===== config.mk =====
export PLATFORM = sky130hd
export DESIGN_NAME = io_dma_channel
export DESIGN_NICKNAME = d
export VERILOG_FILES = /design/src/rtl/io_dma_pkg.sv /design/src/rtl/io_dma_datapath.sv /design/src/rtl/io_dma_control.sv /design/src/rtl/io_dma_channel.sv
export SDC_FILE = /design/constraint.sdc
export NUM_CORES = 1
export LEC_CHECK = 0
export ABC_AREA = 0
export ABC_CLOCK_PERIOD_IN_PS = 3900
export BUFFER_PORTS_ARGS = -buffer_cell sky130_fd_sc_hd__buf_2
export CAP_MARGIN = 25
export CELL_PAD_IN_SITES_DETAIL_PLACEMENT = 0
export CELL_PAD_IN_SITES_GLOBAL_PLACEMENT = 1
export CORE_MARGIN = 2
export CORE_UTILIZATION = 40
export CTS_BUF_LIST = sky130_fd_sc_hd__clkbuf_4 sky130_fd_sc_hd__clkbuf_8
export DETAILED_ROUTE_END_ITERATION = 16
export GPL_ROUTABILITY_DRIVEN = 1
export PLACE_DENSITY = 0.79
export SLEW_MARGIN = 20
export SYNTH_ARGS = -nofsm -noshare
export SYNTH_HDL_FRONTEND = slang
export SYNTH_HIERARCHICAL = 1
export SYNTH_SLANG_ARGS = --single-unit

===== constraint.sdc =====
create_clock -name clk -period 3.9 [get_ports clk]
set_input_delay 0.78 -clock clk [delete_from_list [all_inputs] [get_ports clk]]
set_output_delay 0.78 -clock clk [all_outputs]
set_load 0.03 [all_outputs]

===== src/rtl/io_dma_pkg.sv =====
package io_dma_pkg;

  typedef enum logic [1:0] {
    ST_IDLE  = 2'd0,
    ST_READ  = 2'd1,
    ST_WRITE = 2'd2
  } dmaState_t;

  // Strobes from control to datapath, one cycle each
  typedef struct packed {
    logic readCycle;   // source read, capture data at end of cycle
    logic writeCycle;  // destination write, update address/count at end
  } dmaStrobes_t;

endpackage


===== src/rtl/io_dma_datapath.sv =====
module io_dma_datapath
  import io_dma_pkg::*;
#(
  parameter int MEM_AW = 20,
  parameter int IO_AW  = 16,
  parameter int CNT_W  = 16,
  parameter int REG_AW = 4
) (
  input  logic              clk,
  input  logic              rstN,
  input  logic              regWrEn,
  input  logic [REG_AW-1:0] regAddr,
  input  logic [7:0]        regWrData,
  output logic [7:0]        regRdData,
  input  dmaStrobes_t       strobes,
  output logic              chanEnable,
  output logic              edgeMode,
  output logic [MEM_AW-1:0] memAddr,
  output logic              memRd,
  output logic              memWr,
  input  logic [7:0]        memRdData,
  output logic [7:0]        memWrData,
  output logic [IO_AW-1:0]  ioAddr,
  output logic              ioRd,
  output logic              ioWr,
  input  logic [7:0]        ioRdData,
  output logic [7:0]        ioWrData,
  output logic              irq
);

  localparam int MEM_BYTES = (MEM_AW + 7) / 8;
  localparam int IO_BYTES  = (IO_AW + 7) / 8;
  localparam int CNT_BYTES = (CNT_W + 7) / 8;
  localparam int MEM_BASE  = 0;
  localparam int IO_BASE   = MEM_BASE + MEM_BYTES;
  localparam int CNT_BASE  = IO_BASE + IO_BYTES;
  localparam int MODE_OFF  = CNT_BASE + CNT_BYTES;
  localparam int STAT_OFF  = MODE_OFF + 1;

  logic [MEM_AW-1:0] memAddrQ, memAddrD;
  logic [IO_AW-1:0]  ioAddrQ, ioAddrD;
  logic [CNT_W-1:0]  cntQ, cntD;
  logic              dirIoToMem, decMode, edgeQ;
  logic              enableQ, enableD, irqEnQ, irqEnD, doneQ, doneD;
  logic [7:0]        dataQ;
  logic              wrStat, wrMode, termHit, cntWritten;

  assign wrStat  = regWrEn && (regAddr == REG_AW'(STAT_OFF));
  assign wrMode  = regWrEn && (regAddr == REG_AW'(MODE_OFF));
  assign termHit = strobes.writeCycle && (cntQ == CNT_W'(1));

  // Next-state of address and count: hardware step, then software bytes win
  always_comb begin
    memAddrD = memAddrQ;
    ioAddrD  = ioAddrQ;
    cntD     = cntQ;
    cntWritten = 1'b0;
    if (strobes.writeCycle) begin
      memAddrD = decMode ? (memAddrQ - MEM_AW'(1)) : (memAddrQ + MEM_AW'(1));
      cntD     = cntQ - CNT_W'(1);
    end
    for (int i = 0; i < MEM_AW; i++)
      if (regWrEn && regAddr == REG_AW'(MEM_BASE + i / 8))
        memAddrD[i] = regWrData[i % 8];
    for (int i = 0; i < IO_AW; i++)
      if (regWrEn && regAddr == REG_AW'(IO_BASE + i / 8))
        ioAddrD[i] = regWrData[i % 8];
    for (int i = 0; i < CNT_W; i++)
      if (regWrEn && regAddr == REG_AW'(CNT_BASE + i / 8)) begin
        cntD[i]    = regWrData[i % 8];
        cntWritten = 1'b1;
      end
  end

  // Status next-state: termination wins over software
  always_comb begin
    enableD = enableQ;
    irqEnD  = irqEnQ;
    doneD   = doneQ;
    if (wrStat) begin
      if (!regWrData[1]) enableD = regWrData[0];
      irqEnD = regWrData[2];
      if (regWrData[3]) doneD = 1'b0;
    end
    if (termHit) begin
      enableD = 1'b0;
      doneD   = 1'b1;
    end
  end

  always_ff @(posedge clk or negedge rstN) begin
    if (!rstN) begin
      memAddrQ   <= '0;
      ioAddrQ    <= '0;
      cntQ       <= '0;
      dirIoToMem <= 1'b0;
      decMode    <= 1'b0;
      edgeQ      <= 1'b0;
      enableQ    <= 1'b0;
      irqEnQ     <= 1'b0;
      doneQ      <= 1'b0;
      dataQ      <= '0;
    end else begin
      memAddrQ <= memAddrD;
      ioAddrQ  <= ioAddrD;
      cntQ     <= cntD;
      enableQ  <= enableD;
      irqEnQ   <= irqEnD;
      doneQ    <= doneD;
      if (wrMode) begin
        dirIoToMem <= regWrData[0];
        decMode    <= regWrData[1];
        edgeQ      <= regWrData[2];
      end
      if (strobes.readCycle)
        dataQ <= dirIoToMem ? ioRdData : memRdData;
    end
  end

  // Register readback
  always_comb begin
    regRdData = '0;
    for (int i = 0; i < MEM_AW; i++)
      if (regAddr == REG_AW'(MEM_BASE + i / 8)) regRdData[i % 8] = memAddrQ[i];
    for (int i = 0; i < IO_AW; i++)
      if (regAddr == REG_AW'(IO_BASE + i / 8)) regRdData[i % 8] = ioAddrQ[i];
    for (int i = 0; i < CNT_W; i++)
      if (regAddr == REG_AW'(CNT_BASE + i / 8)) regRdData[i % 8] = cntQ[i];
    if (regAddr == REG_AW'(MODE_OFF))
      regRdData = {5'b0, edgeQ, decMode, dirIoToMem};
    if (regAddr == REG_AW'(STAT_OFF))
      regRdData = {4'b0, doneQ, irqEnQ, 1'b0, enableQ};
  end

  assign chanEnable = enableQ;
  assign edgeMode   = edgeQ;
  assign memAddr    = memAddrQ;
  assign ioAddr     = ioAddrQ;
  assign memRd      = strobes.readCycle  && !dirIoToMem;
  assign ioRd       = strobes.readCycle  &&  dirIoToMem;
  assign memWr      = strobes.writeCycle &&  dirIoToMem;
  assign ioWr       = strobes.writeCycle && !dirIoToMem;
  assign memWrData  = dataQ;
  assign ioWrData   = dataQ;
  assign irq        = doneQ && irqEnQ;

  AST_ONE_STROBE: assert property (@(posedge clk) disable iff (!rstN)
    $onehot0({memRd, memWr, ioRd, ioWr}));
  AST_SRC_THEN_DST: assert property (@(posedge clk) disable iff (!rstN)
    (memRd || ioRd) |=> (memWr || ioWr));
  AST_IO_FIXED: assert property (@(posedge clk) disable iff (!rstN)
    (strobes.writeCycle && !regWrEn) |=> $stable(ioAddrQ));
  AST_COUNT_STEP: assert property (@(posedge clk) disable iff (!rstN)
    (strobes.writeCycle && !cntWritten) |=> (cntQ == $past(cntQ) - CNT_W'(1)));
  AST_DONE_CAUSE: assert property (@(posedge clk) disable iff (!rstN)
    $rose(doneQ) |-> $past(strobes.writeCycle));
  AST_ENABLE_GUARD: assert property (@(posedge clk) disable iff (!rstN)
    $rose(enableQ) |-> $past(regWrEn && !regWrData[1]));

endmodule


===== src/rtl/io_dma_control.sv =====
module io_dma_control
  import io_dma_pkg::*;
(
  input  logic        clk,
  input  logic        rstN,
  input  logic        dmaReq,
  input  logic        chanEnable,
  input  logic        edgeMode,
  output dmaStrobes_t strobes
);

  dmaState_t stateQ, stateD;
  logic      prevReq, pendingQ, pendingD;
  logic      edgeSeen, reqLive, startNow;

  assign edgeSeen = dmaReq && !prevReq;
  assign reqLive  = edgeMode ? (pendingQ || edgeSeen) : dmaReq;
  assign startNow = (stateQ == ST_IDLE) && chanEnable && reqLive;

  always_comb begin
    stateD = stateQ;
    unique case (stateQ)
      ST_IDLE:  if (startNow) stateD = ST_READ;
      ST_READ:  stateD = ST_WRITE;
      ST_WRITE: stateD = ST_IDLE;
      default:  stateD = ST_IDLE;
    endcase
    // One pending edge at most; a start consumes one
    pendingD = chanEnable && edgeMode &&
               (startNow ? (pendingQ && edgeSeen) : (pendingQ || edgeSeen));
  end

  always_ff @(posedge clk or negedge rstN) begin
    if (!rstN) begin
      stateQ   <= ST_IDLE;
      prevReq  <= 1'b0;
      pendingQ <= 1'b0;
    end else begin
      stateQ   <= stateD;
      prevReq  <= dmaReq;
      pendingQ <= pendingD;
    end
  end

  assign strobes.readCycle  = (stateQ == ST_READ);
  assign strobes.writeCycle = (stateQ == ST_WRITE);

  AST_NO_START_DISABLED: assert property (@(posedge clk) disable iff (!rstN)
    (!chanEnable && stateQ == ST_IDLE) |=> (stateQ == ST_IDLE));
  AST_LEVEL_NO_PENDING: assert property (@(posedge clk) disable iff (!rstN)
    !edgeMode |=> !pendingQ);

endmodule


===== src/rtl/io_dma_channel.sv =====
module io_dma_channel
  import io_dma_pkg::*;
#(
  parameter int MEM_AW = 20,
  parameter int IO_AW  = 16,
  parameter int CNT_W  = 16,
  parameter int REG_AW = 4
) (
  input  logic              clk,
  input  logic              rstN,
  input  logic              regWrEn,
  input  logic [REG_AW-1:0] regAddr,
  input  logic [7:0]        regWrData,
  output logic [7:0]        regRdData,
  input  logic              dmaReq,
  output logic [MEM_AW-1:0] memAddr,
  output logic              memRd,
  output logic              memWr,
  input  logic [7:0]        memRdData,
  output logic [7:0]        memWrData,
  output logic [IO_AW-1:0]  ioAddr,
  output logic              ioRd,
  output logic              ioWr,
  input  logic [7:0]        ioRdData,
  output logic [7:0]        ioWrData,
  output logic              irq
);

  dmaStrobes_t strobes;
  logic        chanEnable, edgeMode;

  io_dma_control u_ctrl (
    .clk        (clk),
    .rstN       (rstN),
    .dmaReq     (dmaReq),
    .chanEnable (chanEnable),
    .edgeMode   (edgeMode),
    .strobes    (strobes)
  );

  io_dma_datapath #(
    .MEM_AW (MEM_AW),
    .IO_AW  (IO_AW),
    .CNT_W  (CNT_W),
    .REG_AW (REG_AW)
  ) u_dp (
    .clk        (clk),
    .rstN       (rstN),
    .regWrEn    (regWrEn),
    .regAddr    (regAddr),
    .regWrData  (regWrData),
    .regRdData  (regRdData),
    .strobes    (strobes),
    .chanEnable (chanEnable),
    .edgeMode   (edgeMode),
    .memAddr    (memAddr),
    .memRd      (memRd),
    .memWr      (memWr),
    .memRdData  (memRdData),
    .memWrData  (memWrData),
    .ioAddr     (ioAddr),
    .ioRd       (ioRd),
    .ioWr       (ioWr),
    .ioRdData   (ioRdData),
    .ioWrData   (ioWrData),
    .irq        (irq)
  );

endmodule


==> flow_summary.yaml <==
pwr:
  powerDensity_nw_per_um2: 780
  clkPwrFrac_pct: 12.4
  ir_worst_vdd_mv: 0.561
  p_sw_share_pct: 49.6
  p_comb_share_pct: 56.0
  seqPwrFrac_pct: 31.6
  p_leak_nw: 2.41
  p_sw_mw: 2.10
  p_int_mw: 2.14
timing:
  max_slew.worst_pin.slew_ns: 0.949
  max_slew_margin_pct: 36.5
  fin_ws_ns: 0.651
  grt_setup_unrepaired: "no"
  fin_crit_sh_pct: 83.3
  hold_ws_ns: 0.478
  slew_viol_final: 0
  fmaxAchievable_mhz: 308
  finalHoldViolCount: 0
  tns_ns: 0
  finClkSkew_ns: 0.00938
  setup_viol_count_final: 0
  fin_crit_ns: 3.25
finish:
  nets: 657
  drive_gt1_share_pct: 25.1
  antennaDiodeCount: 0
  utilization_pct: 47.5
  syn_to_final_growth_pct: 15.1
place:
  port_buffers: 96
  dp_hpwl_um: 10400
  pre_cts_ws_ns: 0.712
  gp_congestion: 0.925
global_routing:
  grt_max_degree: 37
  overflow: 0
  grt_pass1_wl_um: 21900
  grt_pass1_vias: 4100
  grt_util_all_layers_pct: 22.0
  antenna_found_initial: 0
status:
  status: "finished clean"
logic_synthesis:
  yosysTopAreaCell: "dfrtp_1"
  synth_most_common_cell: "dfrtp_1"
  syn_area_per_cell_sq_um: 8.97
  synth_area_sq_um: 4730
  syn-num-nets: 580
  synthArstFlopShare_pct: 100
  synth_seq_cells: 70
  ys_warn_count: 6
  synth.top_cell.area_share_pct: 37.0
  seq_area_frac_synth_pct: 37.0
  synth_edf_count: 0
  synth_commonest_cells: "dfrtp_1, nor2_1, nand2_1, o21ai_0, a21oi_1"
  postSynthCellCount: 527
  synth.distinct_cells: 58
  ys_top_cells_by_area: "dfrtp_1, mux2i_1, mux2_2, ha_1, o21ai_0"
  dominantRegCellSynth: "dfrtp_1"
critical_path:
  start_kind: "input port"
  path_max_fanout: 28
  r2r_slack_ns: 0.94
  crit_path_end_kind: "primary output"
  crit_arrival_ns: 2.47
  cp_data_required_time_ns: 3.12
  crit_type: "input port to primary output"
floorplan:
  initial_core_util_pct: 41.2
  placementRows: 39
  io_pins: 97
  die_w_um: 113
  dieArea_sq_um: 12700
  coreArea_sq_um: 11500
  die_h_um: 113
clocking:
  post_cts_buffers: 0
  insertion_delay_ns: 0.36
  holdBufCountCts: 0
  cts_sinks: 70
  ctsResizeCount: 0
  h-tree-depth: 3
  cts.path.max_buffers: 2
  clkTransAtPathRegs_ns: 0.07
  clockRootBuffer: "clkbuf_8"
  cts_tree: "built"
  numCtsBuffers: 9
route:
  drt-total-wl_um: 13800
  drc: 0
  avgViaCountPerCell: 5.63
  drt_iter0_markers: 350
  wire_per_inst_um: 18.4
  firstDrtPassIters: 5
  ant_nets: 0
  vias: 4231
run:
  maxCapViolCount: 0
worst_hold_path:
  hp-class: "flip-flop to flip-flop"
state kept, by name, summed over array words and instances (netlist names):
name and cells:
u_dp/irqEnQ 1, u_dp/decMode 1, u_dp/chanEnable 1, u_dp/dirIoToMem 1, u_dp/edgeMode 1, u_dp/doneQ 1, u_dp/ioAddr 16, u_dp/ioWrData 8
u_ctrl/stateQ 2, u_ctrl/prevReq 1, u_ctrl/pendingQ 1, u_dp/cntQ 16, u_dp/memAddr 20
power groups by stage:
stage / Combinational [mW] / Clock [mW] / Sequential [mW]
after CTS: 2.38 / 0.535 / 1.34
final: 2.38 / 0.526 / 1.34
after global placement: 2.35 / 0 / 1.35
after detailed placement: 2.37 / 0 / 1.35
after global routing: 2.60 / 0.569 / 1.38
after floorplan: 1.47 / 0 / 1.57
routing by layer:
| layer | GRT usage, % | wire (um) | vias to the layer above |
|---|---|---|---|
| met2 | 37.0 | 6800 | 118 |
| li1 | - | - | 2032 |
| met5 | 0 | 0 | - |
| met1 | 29.7 | 6190 | 2065 |
| met4 | 6.02 | 167 | 0 |
| met3 | 3.32 | 658 | 16 |
path summary, 6_finish.rpt:
kind / startpoint / end / cells past startpoint
max: regAddr[0] / regRdData[0] / 8
min: u_ctrl/stateQ[1]$_DFFE_PN0P_ / u_ctrl/stateQ[1]$_DFFE_PN0P_ / 1
max reg2reg: u_dp/decMode$_DFFE_PN0P_ / u_dp/memAddr[18]$_DFFE_PN0P_ / 10
min reg2reg: u_ctrl/stateQ[1]$_DFFE_PN0P_ / u_ctrl/stateQ[1]$_DFFE_PN0P_ / 1
max in group asynchronous: rstN / u_dp/ioAddr[11]$_DFFE_PN0P_ / 2
min in group asynchronous: rstN / u_dp/ioAddr[15]$_DFFE_PN0P_ / 1
through the flow:
step | cells | power, mW | cell area [sq um]
after floorplan | 527 | 3.04 | 4730
after detailed placement | 736 | 3.72 | 5270
after global routing | 752 | 4.54 | 5440
final | 752 | 4.25 | 5440
after CTS | 752 | 4.25 | 5440
after global placement | 736 | 3.70 | 5270
cells in the final DEF, fill, tap and decap left out, drive strengths merged, types with 5 or more instances in the layout:
cell / n
a21oi: 40
nor3: 15
dfrtp: 70
o21ai: 48
and3: 5
buf: 104
o21a: 8
mux2i: 31
a22oi: 6
ha: 20
nor2b: 13
nand2: 46
mux2: 24
a211oi: 5
or3: 5
nor2: 53
nand3: 6
xnor2: 22
inv: 8
clkbuf: 10
xor2: 6
a31oi: 7
worst max-delay path: stages:
cell and delay, ns:
buf_2 0.42, inv_1 0.28, nor2_1 0.19, a21oi_1 0.10, o21ai_0 0.21, nor2_1 0.06, o21ai_0 0.19, buf_2 0.24
layout make-up:
class	instances	area, sq um
clock buffers	10	138
clock inverters	6	37.5
fillers	1127	6020
inverters	8	30.0
well taps	143	179
repair buffers	104	541
multi-input cells	411	2770
flip-flops and latches	70	1750
logic make-up (layout without fill, tap and decap cells):
group / Yosys count / count (layout) / share of synthesized area (%)
mux: 56 / 56 / 12.8
flops: 70 / 70 / 37.0
xor+xnor: 28 / 28 / 5.19
compound gates: 134 / 134 / 16.9
simple gates: 171 / 171 / 17.8
fa+ha+maj: 22 / 22 / 5.95
buf+inv: 46 / 128 / 4.42
Note: power is estimated with default switching activity, not from simulation.
